## src/rtl/burst_sram_pkg.sv

```systemverilog
package burst_sram_pkg;

  typedef enum logic [1:0] {
    ACC_IDLE  = 2'd0,
    ACC_READ  = 2'd1,
    ACC_WRITE = 2'd2
  } acc_kind_e;

  // offset within the four-word group for a given start and count
  function automatic logic [1:0] burst_offset(input logic [1:0] start,
                                              input logic [1:0] cnt,
                                              input logic       xor_order);
    logic [1:0] lin;
    lin = start + cnt;
    return xor_order ? (start ^ cnt) : lin;
  endfunction

endpackage

```

## src/rtl/burst_addr_ctl.sv

```systemverilog
module burst_addr_ctl
  import burst_sram_pkg::*;
#(
  parameter int AW = 6
) (
  input  logic          clk,
  input  logic          rst_n,
  input  logic          hold,
  input  logic [AW-1:0] addr,
  input  logic          en_main_n,
  input  logic          en_hi,
  input  logic          en_lo_n,
  input  logic          cpu_ld_n,
  input  logic          ctl_ld_n,
  input  logic          step_n,
  input  logic          seq_xor,
  output logic [AW-1:0] acc_addr,
  output logic          acc_sel
);
  localparam int UW = AW - 2;

  logic          sel_r, sel_n;
  logic [UW-1:0] base_r, base_n;
  logic [1:0]    start_r, start_n;
  logic [1:0]    cnt_r, cnt_n;

  // named events for the checks
  logic ctl_strobe, cpu_strobe, any_strobe, enables_ok;
  logic load_evt, desel_evt, step_evt;

  assign ctl_strobe = !ctl_ld_n;
  assign cpu_strobe = !cpu_ld_n && !en_main_n;
  assign any_strobe = ctl_strobe || cpu_strobe;
  assign enables_ok = !en_main_n && en_hi && !en_lo_n;
  assign load_evt   = any_strobe && enables_ok;
  assign desel_evt  = any_strobe && !enables_ok;
  assign step_evt   = !any_strobe && sel_r && !step_n;

  always_comb begin
    sel_n   = sel_r;
    base_n  = base_r;
    start_n = start_r;
    cnt_n   = cnt_r;
    if (load_evt) begin
      sel_n   = 1'b1;
      base_n  = addr[AW-1:2];
      start_n = addr[1:0];
      cnt_n   = 2'd0;
    end else if (desel_evt) begin
      sel_n = 1'b0;
    end else if (step_evt) begin
      cnt_n = cnt_r + 2'd1;
    end
  end

  assign acc_addr = {base_n, burst_offset(start_n, cnt_n, seq_xor)};
  assign acc_sel  = sel_n;

  always_ff @(posedge clk or negedge rst_n) begin
    if (!rst_n) begin
      sel_r   <= 1'b0;
      base_r  <= '0;
      start_r <= 2'd0;
      cnt_r   <= 2'd0;
    end else if (!hold) begin
      sel_r   <= sel_n;
      base_r  <= base_n;
      start_r <= start_n;
      cnt_r   <= cnt_n;
    end
  end

  // the CPU strobe with the main enable off must not load or deselect
  p_cpu_blocked_r2: assert property (@(posedge clk) disable iff (!rst_n)
    (!hold && !cpu_ld_n && en_main_n && ctl_ld_n) |=>
      ($stable(sel_r) && $stable(base_r) && $stable(start_r)));

  // a controller strobe with the active-high enable off deselects
  p_desel_r3: assert property (@(posedge clk) disable iff (!rst_n)
    (!hold && !ctl_ld_n && !en_hi) |=> !sel_r);

  // a step moves the count by one
  p_step_r4: assert property (@(posedge clk) disable iff (!rst_n)
    (!hold && step_evt) |=> (cnt_r == $past(cnt_r) + 2'd1));

  // no strobe and no step keeps the address
  p_hold_addr_r4: assert property (@(posedge clk) disable iff (!rst_n)
    (!hold && ctl_ld_n && (cpu_ld_n || en_main_n) && step_n) |=>
      ($stable(cnt_r) && $stable(base_r) && $stable(start_r)));

  // a load always clears the count
  p_load_clears_r1: assert property (@(posedge clk) disable iff (!rst_n)
    (!hold && load_evt) |=> (cnt_r == 2'd0 && sel_r));

  // sleep freezes the address state
  p_sleep_frozen_r11: assert property (@(posedge clk) disable iff (!rst_n)
    hold |=> ($stable(sel_r) && $stable(cnt_r) && $stable(base_r)));

endmodule

```

## src/rtl/burst_write_dec.sv

```systemverilog
module burst_write_dec
  import burst_sram_pkg::*;
#(
  parameter int NB = 4
) (
  input  logic          wr_all_n,
  input  logic          lane_wr_n,
  input  logic [NB-1:0] lane_sel_n,
  input  logic          acc_sel,
  output logic [NB-1:0] lane_we,
  output acc_kind_e     acc_kind
);

  // two-level write enable: global first, then qualified per-lane selects
  function automatic logic [NB-1:0] lane_mask(input logic          all_n,
                                              input logic          qual_n,
                                              input logic [NB-1:0] sel_n);
    if (!all_n)  return {NB{1'b1}};
    if (!qual_n) return ~sel_n;
    return '0;
  endfunction

  logic [NB-1:0] raw_mask;

  assign raw_mask = lane_mask(wr_all_n, lane_wr_n, lane_sel_n);
  assign lane_we  = acc_sel ? raw_mask : '0;

  always_comb begin
    if (!acc_sel)      acc_kind = ACC_IDLE;
    else if (|lane_we) acc_kind = ACC_WRITE;
    else               acc_kind = ACC_READ;
  end

  always_comb begin
    if (acc_sel && !wr_all_n) begin
      p_all_lanes_r6: assert (&lane_we);
    end
    if (acc_sel && wr_all_n && (lane_wr_n || (&lane_sel_n))) begin
      p_read_case_r8: assert (acc_kind == ACC_READ);
    end
  end

endmodule

```

## src/rtl/burst_array.sv

```systemverilog
module burst_array
  import burst_sram_pkg::*;
#(
  parameter int AW = 6,
  parameter int NB = 4,
  parameter int LW = 8
) (
  input  logic             clk,
  input  logic             rst_n,
  input  logic             hold,
  input  logic [AW-1:0]    acc_addr,
  input  acc_kind_e        acc_kind,
  input  logic [NB-1:0]    lane_we,
  input  logic [NB*LW-1:0] wdata,
  input  logic             pipe_mode,
  input  logic             out_en_n,
  output logic [NB*LW-1:0] rdata,
  output logic             rdata_oe
);
  localparam int DW    = NB * LW;
  localparam int DEPTH = 1 << AW;

  logic [DW-1:0] mem [DEPTH];
  logic [DW-1:0] cur_word, merged;
  logic [AW-1:0] addr_q;
  logic          rd1_q, rd2_q;
  logic [DW-1:0] pipe_q;
  logic [DW-1:0] flow_data, data_now;
  logic          rd_now;
  logic          wr_evt;

  assign cur_word = mem[acc_addr];
  assign wr_evt   = !hold && (|lane_we);

  for (genvar g = 0; g < NB; g++) begin : g_lane
    assign merged[g*LW +: LW] = lane_we[g] ? wdata[g*LW +: LW]
                                           : cur_word[g*LW +: LW];
  end

  always_ff @(posedge clk) begin
    if (wr_evt) mem[acc_addr] <= merged;
  end

  always_ff @(posedge clk or negedge rst_n) begin
    if (!rst_n) begin
      addr_q <= '0;
      rd1_q  <= 1'b0;
      rd2_q  <= 1'b0;
      pipe_q <= '0;
    end else if (!hold) begin
      addr_q <= acc_addr;
      rd1_q  <= (acc_kind == ACC_READ);
      rd2_q  <= rd1_q;
      pipe_q <= mem[addr_q];
    end
  end

  assign flow_data = mem[addr_q];
  assign rd_now    = pipe_mode ? rd2_q : rd1_q;
  assign data_now  = pipe_mode ? pipe_q : flow_data;
  assign rdata_oe  = rd_now && !out_en_n && !hold;
  assign rdata     = rdata_oe ? data_now : '0;

  // flow-through drive follows a read edge one cycle back
  p_flow_timing_r9: assert property (@(posedge clk) disable iff (!rst_n)
    (rdata_oe && !pipe_mode && $past(!hold)) |->
      $past(acc_kind == ACC_READ));

  // pipelined drive follows a read edge two cycles back
  p_pipe_timing_r9: assert property (@(posedge clk) disable iff (!rst_n)
    (rdata_oe && pipe_mode && $past(!hold) && $past(!hold, 2)) |->
      $past(acc_kind == ACC_READ, 2));

  // no drive without the output enable
  p_oe_gate_r10: assert property (@(posedge clk) disable iff (!rst_n)
    out_en_n |-> !rdata_oe);

endmodule

```

## src/rtl/burst_sram.sv

```systemverilog
module burst_sram
  import burst_sram_pkg::*;
#(
  parameter int AW = 6,
  parameter int NB = 4,
  parameter int LW = 8
) (
  input  logic             clk,
  input  logic             rst_n,
  input  logic [AW-1:0]    addr,
  input  logic             en_main_n,
  input  logic             en_hi,
  input  logic             en_lo_n,
  input  logic             cpu_ld_n,
  input  logic             ctl_ld_n,
  input  logic             step_n,
  input  logic             wr_all_n,
  input  logic             lane_wr_n,
  input  logic [NB-1:0]    lane_sel_n,
  input  logic [NB*LW-1:0] wdata,
  input  logic             out_en_n,
  input  logic             pipe_mode,
  input  logic             seq_xor,
  input  logic             sleep,
  output logic [NB*LW-1:0] rdata,
  output logic             rdata_oe
);
  logic [AW-1:0] acc_addr;
  logic          acc_sel;
  logic [NB-1:0] lane_we;
  acc_kind_e     acc_kind;

  burst_addr_ctl #(.AW(AW)) u_ctl (
    .clk       (clk),
    .rst_n     (rst_n),
    .hold      (sleep),
    .addr      (addr),
    .en_main_n (en_main_n),
    .en_hi     (en_hi),
    .en_lo_n   (en_lo_n),
    .cpu_ld_n  (cpu_ld_n),
    .ctl_ld_n  (ctl_ld_n),
    .step_n    (step_n),
    .seq_xor   (seq_xor),
    .acc_addr  (acc_addr),
    .acc_sel   (acc_sel)
  );

  burst_write_dec #(.NB(NB)) u_wdec (
    .wr_all_n   (wr_all_n),
    .lane_wr_n  (lane_wr_n),
    .lane_sel_n (lane_sel_n),
    .acc_sel    (acc_sel),
    .lane_we    (lane_we),
    .acc_kind   (acc_kind)
  );

  burst_array #(.AW(AW), .NB(NB), .LW(LW)) u_arr (
    .clk       (clk),
    .rst_n     (rst_n),
    .hold      (sleep),
    .acc_addr  (acc_addr),
    .acc_kind  (acc_kind),
    .lane_we   (lane_we),
    .wdata     (wdata),
    .pipe_mode (pipe_mode),
    .out_en_n  (out_en_n),
    .rdata     (rdata),
    .rdata_oe  (rdata_oe)
  );

  // nothing is driven while asleep
  p_sleep_quiet_r11: assert property (@(posedge clk) disable iff (!rst_n)
    sleep |-> !rdata_oe);

  // the first edge after reset presents no read
  p_reset_quiet_r12: assert property (@(posedge clk) disable iff (!rst_n)
    $rose(rst_n) |-> !rdata_oe);

endmodule

```

## config.mk

```make
export PLATFORM = sky130hd
export DESIGN_NAME = burst_sram
export DESIGN_NICKNAME = d
export VERILOG_FILES = /design/src/rtl/burst_sram_pkg.sv /design/src/rtl/burst_addr_ctl.sv /design/src/rtl/burst_write_dec.sv /design/src/rtl/burst_array.sv /design/src/rtl/burst_sram.sv
export SDC_FILE = /design/constraint.sdc
export NUM_CORES = 2
export LEC_CHECK = 0
export BUFFER_PORTS_ARGS = -buffer_cell sky130_fd_sc_hd__buf_2
export CELL_PAD_IN_SITES_DETAIL_PLACEMENT = 1
export CELL_PAD_IN_SITES_GLOBAL_PLACEMENT = 1
export CORE_ASPECT_RATIO = 1.2
export CORE_MARGIN = 2
export CORE_UTILIZATION = 39
export DETAILED_ROUTE_END_ITERATION = 10
export PLACE_DENSITY = 0.7
export SYNTH_ARGS = -nofsm -noshare
export SYNTH_HDL_FRONTEND = slang
export SYNTH_SLANG_ARGS = --single-unit
```

## constraint.sdc

```tcl
create_clock -name clk -period 4.96 [get_ports clk]
set_input_delay 0.992 -clock clk [delete_from_list [all_inputs] [get_ports clk]]
set_output_delay 0.992 -clock clk [all_outputs]
set_load 0.02 [all_outputs]
```

Word-level counts from Yosys, hierarchy flattened. Memory sizes are Yosys's and may differ from the RTL's. Cells that the tools add are included.

Register bits after elaboration: 49. Memory bits (writable): 2048. Output and inout port bits: 33. Word-level logic and storage cells: 69. Memories: 1.

Memories: u_arr.mem (words 64, width 32, rd ports 1, clocked after Yosys merged registers in 0, wr ports 1, line burst_array.sv:23) `logic [DW-1:0] mem [DEPTH];`.

$add $sub $neg: 2. Equality and inequality tests: 5. Muxes and demuxes: 26. Bitwise gates (word level): 2. Reductions and logical operators: 25.

Operator list (number): 32-bit two-way mux (2); 8-bit two-way mux (4); 4-bit two-way mux (6); 2-bit two-way mux (7); 1-bit logical AND (10); 1-bit logical NOT (9); 2-bit AND reduction (4); 1-bit two-way mux (7); 1-bit inequality test (second input constant) (4); 4-bit NOT (1); 4-bit OR reduction (1); 2-bit by 1-bit adder with 2-bit output (second input constant) (1); 2-bit adder (1); 2-bit by 1-bit equality test with 1-bit output (second input constant) (1); 2-bit bitwise XOR (1); 1-bit logical OR (1).

Depth between registers and ports, before layout.
Depth after elaboration: 13. Mapped depth: 13. Gate-level depth less buffers: 10.

Modules after synthesis. From an unflattened synthesis, not the netlist that was laid out.

Cells, all modules: 4899. Area, all modules: 82975.8 um^2.

By module, submodules not included: burst_array (instances 1, cells each 4824, area an instance 82302.7 um^2, sequential area each 62499.9 um^2); burst_addr_ctl (instances 1, cells each 64, area an instance 604.3 um^2, sequential area each 225.2 um^2); burst_write_dec (instances 1, cells each 11, area an instance 68.8 um^2, sequential area each 0.0 um^2).

Worst setup path after synthesis. No wires, ideal clock.

Path type: input -> register. From: input en_main_n. To: memory u_arr.mem[13][0] (netlist bit), enable pin. Library setup time: 0.383 ns. Data arrival time: 3.414 ns. Data required time: 4.577 ns. Path slack: 1.163 ns. Stages on the path: 11. Buffers on the path: 1. Cells stage by stage: o211ai_1 > nor2_1 > xnor2_1 > nor2_1 > ha_1 > nand2b_1 > nor4_1 > a21o_1 > nor2_1 > buf_2 > nor3_1.

Elaborated cells between the ends (all ways): 28. Those cells by class: 1 x add/sub; 1 x eq/ne; 11 x mux; 1 x bitwise; 14 x reduce/logical.

RTL lines: start: declaration (line burst_sram.sv:11) `input logic en_main_n,`; 1-bit logical NOT (*) (line burst_addr_ctl.sv:32, burst_addr_ctl.sv:34); 1-bit logical AND (line burst_addr_ctl.sv:32) `assign cpu_strobe = !cpu_ld_n && !en_main_n;`; 1-bit logical OR (line burst_addr_ctl.sv:33) `assign any_strobe = ctl_strobe || cpu_strobe;`; 1-bit logical NOT (line burst_addr_ctl.sv:37) `assign step_evt = !any_strobe && sel_r && !step_n;`; 1-bit logical AND (2 in a row) (line burst_addr_ctl.sv:37); 2-bit two-way mux (line burst_addr_ctl.sv:51) `end else if (step_evt) begin`; 2-bit two-way mux (line burst_addr_ctl.sv:49) `end else if (desel_evt) begin`; 2-bit two-way mux (*) (line burst_addr_ctl.sv:44) `if (load_evt) begin`; via u_ctl.cnt_n[0] (line burst_addr_ctl.sv:25) `logic [1:0] cnt_r, cnt_n;`; 2-bit adder / 2-bit bitwise XOR (equally long branches) (line burst_sram_pkg.sv:14, burst_sram_pkg.sv:15); 2-bit two-way mux (*) (line burst_sram_pkg.sv:15) `return xor_order ? (start ^ cnt) : lin;`; end: declaration (line burst_array.sv:23).

The timed path passes the listed nets; every way through them passes the cells marked *.

Worst setup path after layout.
From: register u_arr.addr_q[0]. To: output rdata[2].

Cells in the longest elaborated chain, start to end: 3.

Ends and longest elaborated chain: start: declaration (line burst_array.sv:25) `logic [AW-1:0] addr_q;`; start signal: assignment (line burst_array.sv:51) `addr_q <= acc_addr;`; memory 64 x 32 bit; 32-bit two-way mux (line burst_array.sv:60) `assign data_now = pipe_mode ? pipe_q : flow_data;`; 32-bit two-way mux (line burst_array.sv:62) `assign rdata = rdata_oe ? data_now : '0;`; end: declaration (line burst_sram.sv:25) `output logic [NB*LW-1:0] rdata,`.

No other way between the ends.

==> out/results.txt <==
Synth Area per Inst: 17.63 sq um
DRC Markers: 0
vias in the first global route: 49,430
Worst-path clk slew: 0.06 ns
via count: 47,240
gpl congestion: 0.8818
Routed Antenna Nets: 0
row count: 185
DIE AREA: 216,900 sq um
Non-Filler Instances: 8,041
Max-Cap Viols: 0
Final Cycle Share: 99.81%
unrepaired setup endpoints after global routing: true
Post-synth EDFFs: 2,048
core area: 211,800 sq um
worst hold path type: input port to register
H-tree levels: 4
register bit total from synthesis: 2,093
CTS buffer count: 193
pwr dens: 485.7 nW/um^2
antenna violations before repair: 23
Worst Setup End Kind: output pin
syn_nets: 4,773
post-synth cell types: 64
Yosys top cell area share: 73.97%
Crit Path Class: register to output pin
placed cells: 7,667
Mapped Cells: 4,716
setup ws final: 0.009571 ns
Avg WL per Cell: 31.91 um
synthesis-to-finish area growth: 15.24%
crit path max fanout: 16
commonest cells in the netlist: edfxtp_1, mux2i_1, nand2_1
via/cell ratio: 5.875
Final nets: 5,126
Die W: 425.5 um
Final Hold Fails: 0
Design Area, Final: 95,810 sq um
final design utilization: 45.24%
leading area contributor after synthesis: edfxtp_1
layout cells sized above 1: 19.19%
LEAKAGE: 30.97 nW
CTS tree: done
I/O pins: 89
minimum clock period: 4.950 ns
Slew Viols, Final: 0
final hold slack: 0.4586 ns
# setup viols final: 0
Sink Count: 2,093
Slew HR: 10.19%
first-pass GRT wire length: 364,600 um
Starting Density: 39.25%
pin count of the biggest net entering global routing: 67
CP required: 3.97 ns
f_max: 202.0 MHz
initial drt markers: 5,023
top post-synthesis cells by area: edfxtp_1, mux2i_1, mux4_2
DP HPWL: 164,600 um
status: finished, final reports clean
IO Port Bufs: 88
CTS Buffer Depth: 3
Post-synth ARST share: 2.150%
Critical Path AT: 3.96 ns
Routed Wire Length: 256,600 um
Startpoint Class: register
Clock Skew: 0.03434 ns
total grt overflow: 0
Post-Place Worst Slack: 0.3622 ns
Seq/Total Area, Yosys: 75.33%
placed cell area: 88,820 sq um
Worst-Margin Slew: 1.347 ns
Die Y: 509.8 um
top-count cell post-synth: edfxtp_1
CTS Root Cell: clkbuf_16
first-pass iteration count of the detailed router: 5
Post-synth top flop: edfxtp_1
VDD IR max: 331.5 uV
clk_lat worst skew: 0.86 ns
Mapped Area: 83,140 sq um
Ys Warns: 0
GRT Overall Usage: 23.40%
[sequential cells by signal, summed over array words and instances (netlist names)]
| signal | cells |
|---|---|
| u_arr.addr_q | 2 |
| u_arr.mem | 2048 |
| u_arr.pipe_q | 32 |
| u_arr.rd1_q | 1 |
| u_arr.rd2_q | 1 |
| u_ctl.base_r | 4 |
| u_ctl.cnt_r | 2 |
| u_ctl.sel_r | 1 |
| u_ctl.start_r | 2 |
[through the flow]
step,TNS [ns],power [mW]
final,0,46.53
after global routing,-0.1575,47.70
after CTS,-0.03920,46.50
after detailed placement,0,30.94
after global placement,0,30.74
after floorplan,0,26.84
[cells in the final DEF, fill, tap and decap left out, drive strengths merged, types with 76 or more instances in the layout]
cell type	instances
a22oi	135
buf	438
clkbuf	237
clkinv	76
edfxtp	2048
mux2i	707
mux4	187
nand2	324
nand4	110
nor2	267
nor3	89
o21ai	79
o22ai	96
[cells by family (layout without fill, tap and decap cells)]
group	after synthesis	after routing	share of synthesized area [%]
compound gates	467	467	3.910
other cells	0	5	0
flops	2093	2093	75.33
mux	913	913	13.84
fa+ha+maj	1	1	0.01505
buf+inv	297	812	1.782
xor+xnor	4	4	0.04215
simple gates	941	941	5.090
[repair_timing]
action                     4_1_cts  5_1_grt
gates cloned                     4        3
setup endpoints to repair       32       17
pin swaps                        4        1
setup buffers                    4        0
hold buffers                     1        0
resized for setup               41       17
hold endpoints to repair        12        0
[power breakdown]
| group | internal [mW] | switching, mW |
|---|---|---|
| registers | 19.6 | 0.213 |
| clock network | 8.71 | 6.70 |
| logic | 4.27 | 7.06 |
[area by class of cell]
| cell class | instances | area [sq um] |
|---|---|---|
| multi-input cells | 2326 | 19300 |
| clock inverters | 124 | 1354 |
| well taps | 2805 | 3510 |
| clock buffers | 233 | 5106 |
| inverters | 8 | 35.03 |
| fillers | 20130 | 116000 |
| repair buffers | 447 | 3841 |
| flip-flops and latches | 2093 | 62650 |
| diodes | 5 | 12.51 |
[layer usage]
layer	global-route usage (%)	share of wire, %	vias up
li1	-	-	19560
met3	3.491	6.8	542
met2	39.14	49	2118
met5	0	0.031	-
met1	29.46	38	25010
met4	12.31	5.6	14
[worst max-delay path: stages, from the launching register on]
cell	delay [ns]
dfrtp_4	0.59
buf_12	0.27
mux4_2	0.60
mux4_2	0.61
mux2_2	0.37
nor3_2	0.19
nor4_1	0.10
buf_4	0.19
buf_2	0.16
[path summary, 6_finish.rpt]
| kind | from | endpoint | slack, ns | depth (start not counted) |
|---|---|---|---|---|
| max in group asynchronous | rst_n | u_ctl.base_r[0] | 3.44 | 3 |
| min reg2reg | u_arr.pipe_q[31] | u_arr.pipe_q[31] | 0.49 | 2 |
| max reg2reg | u_ctl.sel_r | u_arr.mem[37][2] | 1.13 | 12 |
| max | u_arr.addr_q[0] | rdata[2] | 0.01 | 8 |
| min | wr_all_n | u_arr.rd1_q | 0.46 | 3 |
| min in group asynchronous | rst_n | u_arr.pipe_q[31] | 0.57 | 2 |
No activity file was read; power rests on OpenSTA's default activity.
